$ cat config.mk
export PLATFORM = sky130hd
export DESIGN_NAME = instr_fuse_arbiter
export DESIGN_NICKNAME = d
export VERILOG_FILES = /design/src/rtl/fuse_arb_pkg.sv /design/src/rtl/fuse_lane_fifo.sv /design/src/rtl/fuse_rr_pick.sv /design/src/rtl/instr_fuse_arbiter.sv
export SDC_FILE = /design/constraint.sdc
export NUM_CORES = 1
export LEC_CHECK = 0
export BUFFER_PORTS_ARGS = -buffer_cell sky130_fd_sc_hd__buf_2
export CAP_MARGIN = 20
export CORE_UTILIZATION = 56
export DETAILED_ROUTE_END_ITERATION = 8
export PLACE_DENSITY = 0.76
export SLEW_MARGIN = 25
export SYNTH_ARGS = -nofsm -noshare
export SYNTH_HDL_FRONTEND = slang
export SYNTH_HIERARCHICAL = 1
export SYNTH_SLANG_ARGS = --single-unit
$ cat constraint.sdc
create_clock -name clk -period 5.01 [get_ports clk]
set_clock_uncertainty 0.2 [all_clocks]
set_input_delay 0.2505 -clock clk [delete_from_list [all_inputs] [get_ports clk]]
set_output_delay 0.2505 -clock clk [all_outputs]
set_load 0.02 [all_outputs]
$ cat src/rtl/fuse_arb_pkg.sv
package fuse_arb_pkg;
   localparam int unsigned NUM_LANES = 2;
   typedef logic [0:0] lane_id_t;

   function automatic lane_id_t other_lane(input lane_id_t id);
      return ~id;
   endfunction
endpackage

$ cat src/rtl/fuse_lane_fifo.sv
module fuse_lane_fifo #(
   parameter int unsigned WIDTH = 32,
   parameter int unsigned DEPTH = 8
) (
   input  logic             clk,
   input  logic             rst_n,
   input  logic             push,
   input  logic [WIDTH-1:0] din,
   input  logic             pop,
   output logic [WIDTH-1:0] dout,
   output logic             full,
   output logic             empty
);
   localparam int unsigned PTR_W = (DEPTH > 1) ? $clog2(DEPTH) : 1;
   localparam int unsigned CNT_W = $clog2(DEPTH + 1);

   if (DEPTH < 2 || (DEPTH & (DEPTH - 1)) != 0) begin : g_bad_depth
      $error("fuse_lane_fifo: DEPTH must be a power of two and at least 2");
   end

   logic [WIDTH-1:0] store [DEPTH];
   logic [PTR_W-1:0] wr_q, rd_q;
   logic [CNT_W-1:0] fill_q;
   logic             do_push, do_pop;

   assign full    = (fill_q == CNT_W'(DEPTH));
   assign empty   = (fill_q == '0);
   assign do_push = push && !full;
   assign do_pop  = pop && !empty;
   assign dout    = store[rd_q];

   always_ff @(posedge clk) begin
      if (do_push) store[wr_q] <= din;
   end

   always_ff @(posedge clk) begin
      if (!rst_n) begin
         wr_q   <= '0;
         rd_q   <= '0;
         fill_q <= '0;
      end else begin
         if (do_push) wr_q <= wr_q + 1'b1;
         if (do_pop)  rd_q <= rd_q + 1'b1;
         case ({do_push, do_pop})
            2'b10:   fill_q <= fill_q + 1'b1;
            2'b01:   fill_q <= fill_q - 1'b1;
            default: fill_q <= fill_q;
         endcase
      end
   end
endmodule

$ cat src/rtl/fuse_rr_pick.sv
module fuse_rr_pick
   import fuse_arb_pkg::*;
(
   input  logic                 clk,
   input  logic                 rst_n,
   input  logic [NUM_LANES-1:0] req,
   input  logic                 take,
   input  logic                 stall,
   output lane_id_t             gnt_id
);
   lane_id_t pref_q, held_id_q;
   logic     held_q;

   always_comb begin
      if (held_q)            gnt_id = held_id_q;
      else if (&req)         gnt_id = pref_q;
      else if (req[0])       gnt_id = lane_id_t'(0);
      else                   gnt_id = lane_id_t'(1);
   end

   always_ff @(posedge clk) begin
      if (!rst_n) begin
         pref_q    <= lane_id_t'(0);
         held_q    <= 1'b0;
         held_id_q <= lane_id_t'(0);
      end else begin
         if (take) pref_q <= other_lane(gnt_id);
         held_q    <= stall;
         held_id_q <= gnt_id;
      end
   end
endmodule

$ cat src/rtl/instr_fuse_arbiter.sv
module instr_fuse_arbiter
   import fuse_arb_pkg::*;
#(
   parameter int unsigned INSTR_W = 32,
   parameter int unsigned DEPTH   = 8
) (
   input  logic               clk,
   input  logic               rst_n,
   input  logic               fuse_en,
   input  logic               thread_sel,
   input  logic               host_valid,
   input  logic [INSTR_W-1:0] host_instr,
   output logic               host_ready,
   output logic               out_valid,
   output logic [INSTR_W-1:0] out_instr,
   input  logic               out_ready
);
   if (INSTR_W < 2) begin : g_bad_width
      $error("instr_fuse_arbiter: INSTR_W must leave room for the thread tag");
   end

   logic [NUM_LANES-1:0] push_v, pop_v, full_v, empty_v;
   logic [INSTR_W-1:0]   head_v [NUM_LANES];
   lane_id_t             gnt_id;
   logic                 take, stall;

   assign host_ready = fuse_en ? !(|full_v) : !full_v[thread_sel];

   for (genvar i = 0; i < NUM_LANES; i++) begin : g_lane
      assign push_v[i] = host_valid && host_ready
                         && (fuse_en || (thread_sel == 1'(i)));
      assign pop_v[i]  = take && (gnt_id == lane_id_t'(i));

      fuse_lane_fifo #(
         .WIDTH (INSTR_W),
         .DEPTH (DEPTH)
      ) u_fifo (
         .clk   (clk),
         .rst_n (rst_n),
         .push  (push_v[i]),
         .din   (host_instr),
         .pop   (pop_v[i]),
         .dout  (head_v[i]),
         .full  (full_v[i]),
         .empty (empty_v[i])
      );
   end

   assign out_valid = !(&empty_v);
   assign take      = out_valid && out_ready;
   assign stall     = out_valid && !out_ready;

   fuse_rr_pick u_pick (
      .clk    (clk),
      .rst_n  (rst_n),
      .req    (~empty_v),
      .take   (take),
      .stall  (stall),
      .gnt_id (gnt_id)
   );

   assign out_instr = {head_v[gnt_id][INSTR_W-1:1], gnt_id};
endmodule

==> results_dict.tcl, run 1 <==
set metrics [dict create \
    wl_per_cell_um 25.7 \
    fp-row-count 70 \
    synth_nets 976 \
    cts_buffer_depth 3 \
    die_y_um 194 \
    nets 1117 \
    drv_cap 0 \
    r2r-start "g_lane[1].u_fifo/fill_q[0]" \
    path_clk_slew_ps 60 \
    period_share_pct 72.4 \
    stdcell_count 1576 \
    via_per_inst 6.07 \
    crit_buf_inv 2 \
    crit_family "multiplexers" \
    yosys_warnings 6 \
    clockRootBuffer "clkbuf_16" \
    layout-drive-gt1-share_pct 37.7 \
    die-area_um2 37700 \
    place_congestion 0.708 \
    wl_um 40400 \
    drtAntennaViolNets 0 \
    cts_setup_buffers 0 \
    cpMaxStageDelayCell "dfxtp_4" \
    dpl.cell_count 1445 \
    hold_viol_final 0 \
    utilization_pct 64.8 \
    slew_headroom_pct 29.6 \
    holdPathEnd "g_lane[0].u_fifo/wr_q[1]" \
    mostFrequentLayoutCell "edfxtp_1" \
    rsz0062_at_grt "false" \
    path_cells "buf_4 -> mux4_2 -> mux2_2 -> mux2_4 -> buf_2" \
    clock_sinks 525 \
    hold_class "input port to register" \
    critPathLaunchType "register" \
    hold_depth 5 \
    cp_max_fo 43 \
    initial_core_util_pct 56.7 \
    syn-instance-count 928 \
    max-vdd-ir-drop_mv 0.364 \
    grt_usage_pct 22.0 \
    whs_ps 119 \
    finalMaxSlewViolations 0 \
    powerDensity_nw_per_um2 452 \
    drt_iter0_markers 816 \
    ctsResizeCount 0 \
    setup_viol 0 \
    synth.avg_cell_area_um2 22.3 \
    cpPeakStageDelay_ps 930 \
    hp-start "fuse_en" \
    clock_latency_ps 570 \
    hpwl_um 20600 \
    fillCellCount 2307 \
    outcome "completed" \
    arrival_ps 3170 \
    setup_tns_ps 0 \
    io_pins 72 \
    period_minus_slack_ps 3620 \
    via_count 9574 \
    worstMarginPinSlew_ps 1060 \
    reg2reg_depth 7 \
    syn2layout_area_growth_pct 14.4 \
    grt_overflow 0 \
    criticalPathCategory "register to output port" \
    max_clock_freq_ghz 0.276 \
    total_power_mw 10.7 \
    r2r_end "g_lane[1].u_fifo/store[6][15]" \
    grt_pass1_wl_um 60600 \
    cts_made_buffers 52 \
    antenna_found_initial 2 \
    grt_start_max_net_pins 63 \
    p_leak_nw 7.61 \
    final_cell_mix "edfxtp_1, mux4_2, buf_2" \
    dr.pass1.iters 5 \
    end_kind "output port" \
    die_w_um 194 \
    grt_pass1_vias 10077 \
    cp.required_ps 4560 \
    drcViolationCount 0 \
    io_buffers 70 \
    syn-cell-area_um2 20700 \
    h-tree-depth 2 \
    coreArea_um2 36500 \
    cts_tree "built" \
    rrSetupSlack_ps 1600 \
]
what timing repair did:
item / 4_1_cts / 5_1_grt
hold buffers: 36 / 0
endpoints found under the hold margin: 525 / 0
endpoints found under the setup margin: 0 / 0
layer usage:
metal | track usage [%] | up-vias | share of wire (%)
met5 | 0 | - | 0.027
met4 | 7.41 | 2 | 2.9
met3 | 3.36 | 78 | 5.8
met2 | 37.5 | 377 | 50
met1 | 29.4 | 4982 | 41
li1 | - | 4135 | -
sequential cells by signal (all words and copies together) (netlist names), named ones only:
| register | count |
|---|---|
| g_lane.u_fifo/fill_q | 8 |
| g_lane.u_fifo/rd_q | 6 |
| g_lane.u_fifo/store | 496 |
| g_lane.u_fifo/wr_q | 6 |
| u_pick/held_id_q | 1 |
| u_pick/held_q | 1 |
| u_pick/pref_q | 1 |
worst max path at each step:
stage,from,to,slack [ps],cells after the start
floorplan,g_lane[0].u_fifo/fill_q[0],g_lane[1].u_fifo/store[0][10],20,7
finish,register,out_instr[12],1390,5
detailed placement,g_lane[1].u_fifo/fill_q[1],g_lane[1].u_fifo/store[6][21],1630,7
CTS,register,out_instr[9],1160,5
global route,register,out_instr[20],1170,5
global placement,g_lane[0].u_fifo/fill_q[1],g_lane[1].u_fifo/store[6][21],1670,7
through the flow:
stage	worst slack [ps]	instance area, um^2
floorplan	17.1	20700
CTS	1160	23600
global route	1170	23700
detailed placement	1630	21700
finish	1390	23700
global placement	1670	21700
power by group:
part	total (mW)	internal, mW	leakage [nW]	switching (mW)
combinational	1.92	0.954	2.11	0.966
sequential	5.14	4.98	4.73	0.164
clock	3.63	2.10	0.775	1.53
total	10.7	8.03	7.61	2.66
worst min-delay path, stage by stage:
cell and delay (ps):
buf_2 120, nand2_1 60, and4b_1 260, nand3_1 100, a21boi_1 50
cell type report:
| type | instances | area, um^2 | share of cell area [%] |
|---|---|---|---|
| Timing Repair Buffer | 136 | 968 | 4.09 |
| Clock inverter | 25 | 204 | 0.862 |
| Multi-Input combinational cell | 349 | 5010 | 21.2 |
| Antenna cell | 1 | 2.50 | 0.0106 |
| Clock buffer | 67 | 1390 | 5.87 |
| Sequential cell | 525 | 15500 | 65.5 |
| Inverter | 5 | 18.8 | 0.0793 |
| Tap cell | 468 | 586 | 2.47 |
Note: power is estimated with default switching activity, not from simulation.
==> run 2, diff against run 1 <==
--- a/config.mk
+++ b/config.mk
@@ -7,9 +7,9 @@
 export LEC_CHECK = 0
 export BUFFER_PORTS_ARGS = -buffer_cell sky130_fd_sc_hd__buf_2
 export CAP_MARGIN = 20
-export CORE_UTILIZATION = 56
+export CORE_UTILIZATION = 60
 export DETAILED_ROUTE_END_ITERATION = 8
-export PLACE_DENSITY = 0.76
+export PLACE_DENSITY = 0.77
 export SLEW_MARGIN = 25
 export SYNTH_ARGS = -nofsm -noshare
 export SYNTH_HDL_FRONTEND = slang
==> constraint.sdc (replaced) <==
create_clock -name clk -period 3.7 [get_ports clk]
set_clock_uncertainty 0.2 [all_clocks]
set_input_delay 0.185 -clock clk [delete_from_list [all_inputs] [get_ports clk]]
set_output_delay 0.185 -clock clk [all_outputs]
set_load 0.02 [all_outputs]
==> results_dict.tcl, run 2 (same netlist as run 1, synthesis figures left out) <==
set metrics [dict create \
    io_buffers 70 \
    via_count 9610 \
    setup_tns_ps 0 \
    max_clock_freq_ghz 0.303 \
    slew_headroom_pct 30.1 \
    period_share_pct 89.3 \
    drcViolationCount 0 \
    cts_buffer_depth 3 \
    arrival_ps 3570 \
    drv_cap 0 \
    die_w_um 188 \
    grt_pass1_wl_um 60200 \
    fp-row-count 67 \
    max-vdd-ir-drop_mv 0.548 \
    antenna_found_initial 0 \
    place_congestion 0.736 \
    crit_family "simple AND/OR/NAND/NOR gates" \
    h-tree-depth 2 \
    ctsResizeCount 0 \
    dr.pass1.iters 5 \
    whs_ps 64.9 \
    critPathLaunchType "register" \
    wl_per_cell_um 25.5 \
    period_minus_slack_ps 3300 \
    reg_top3 "g_lane.u_fifo/store (496), g_lane.u_fifo/fill_q (8)" \
    via_per_inst 6.19 \
    powerDensity_nw_per_um2 614 \
    path_cells "nor4_1 -> inv_1 -> a31oi_4 -> and3_1 -> o41a_1 -> ha_1 -> xor2_1 -> ha_1 -> a21oi_1 -> xor2_1 -> or3_1 -> a21boi_0" \
    rsz0062_at_grt "false" \
    drtAntennaViolNets 0 \
    grt_usage_pct 23.2 \
    wl_um 39600 \
    cpMaxStageDelayCell "nor4_1" \
    worstMarginPinSlew_ps 1050 \
    hold_viol_final 0 \
    p_leak_nw 7.63 \
    drt_iter0_markers 824 \
    path_clk_slew_ps 60 \
    cts_tree "built" \
    outcome "completed" \
    coreArea_um2 33700 \
    initial_core_util_pct 61.4 \
    top_register "g_lane.u_fifo/store" \
    hold_class "input port to register" \
    syn2layout_area_growth_pct 14.7 \
    grt_pass1_vias 10167 \
    final_cell_mix "edfxtp_1, mux4_2, buf_2" \
    crit_buf_inv 1 \
    io_pins 72 \
    clock_sinks 525 \
    cp_max_fo 8 \
    clock_latency_ps 550 \
    criticalPathCategory "register to register" \
    grt_start_max_net_pins 63 \
    cpPeakStageDelay_ps 520 \
    layout-drive-gt1-share_pct 37.9 \
    cp.required_ps 3970 \
    nets 1116 \
    clockRootBuffer "clkbuf_16" \
    end_kind "register" \
    mostFrequentLayoutCell "edfxtp_1" \
    hpwl_um 20500 \
    insertedDiodeCount 0 \
    grt_overflow 0 \
    die_y_um 188 \
    finalMaxSlewViolations 0 \
    die-area_um2 35200 \
    setup_viol 0 \
    cts_made_buffers 51 \
    largest_register_ffs 496 \
]
-- run 2: cell count changes in the layout (fill, tap and decap cells not counted), sizes merged --
cell	before	now
bufinv	3	5
clkinv	18	21
clkbuf	67	59
clkinvlp	2	3
diode	1	0
-- run 2: layout make-up --
| type | instances | area (um^2) |
|---|---|---|
| Inverter | 5 | 18.8 |
| Timing Repair Buffer | 136 | 986 |
| Multi-Input combinational cell | 349 | 5060 |
| Tap cell | 448 | 561 |
| Sequential cell | 525 | 15500 |
| Clock buffer | 59 | 1350 |
| Clock inverter | 31 | 282 |
| Fill cell | 1996 | 9950 |
-- run 2: through the flow --
stage	setup slack [ps]	power [mW]	util, %	instance area, um^2	cells
finish	397	14.6	70.5	23700	1553
global route	18.3	15.1	70.5	23700	1553
CTS	391	14.7	70.5	23700	1553
detailed placement	457	9.67	64.6	21800	1427
global placement	491	9.61	64.6	21800	1427
floorplan	-479	9.04	-	20700	928
-- run 2: final timing paths --
path                              start                          to  slack (ps)  depth (start not counted)
max          g_lane[0].u_fifo/fill_q[1]  g_lane[1].u_fifo/fill_q[2]         400                         12
min                             fuse_en    g_lane[0].u_fifo/wr_q[1]          60                          5
max reg2reg  g_lane[0].u_fifo/fill_q[1]  g_lane[1].u_fifo/fill_q[2]         400                         12
min reg2reg  g_lane[1].u_fifo/fill_q[3]  g_lane[1].u_fifo/fill_q[3]         310                          2
-- run 2: worst min-delay path, cell delays in order --
cell and delay (ps):
buf_2 110, nand2_1 50, and4b_1 260, nand3_1 110, a21boi_1 60
-- run 2: what timing repair did --
item | in CTS | in global routing
setup buffers | 0 | 0
endpoints found under the hold margin | 525 | 0
hold buffers | 36 | 0
-- run 2: routing by layer --
metal,track usage (%),share of wire (%),up-vias
met5,0,0,-
met4,6.00,2.1,0
met3,3.59,6.4,61
met2,38.2,50,385
met1,32.8,42,5028
li1,-,-,4136
-- run 2: power breakdown --
part,internal (mW),switching [mW],leakage (nW)
Sequential,6.74,0.140,4.73
Clock,2.95,2.08,0.794
Combinational,1.30,1.38,2.10
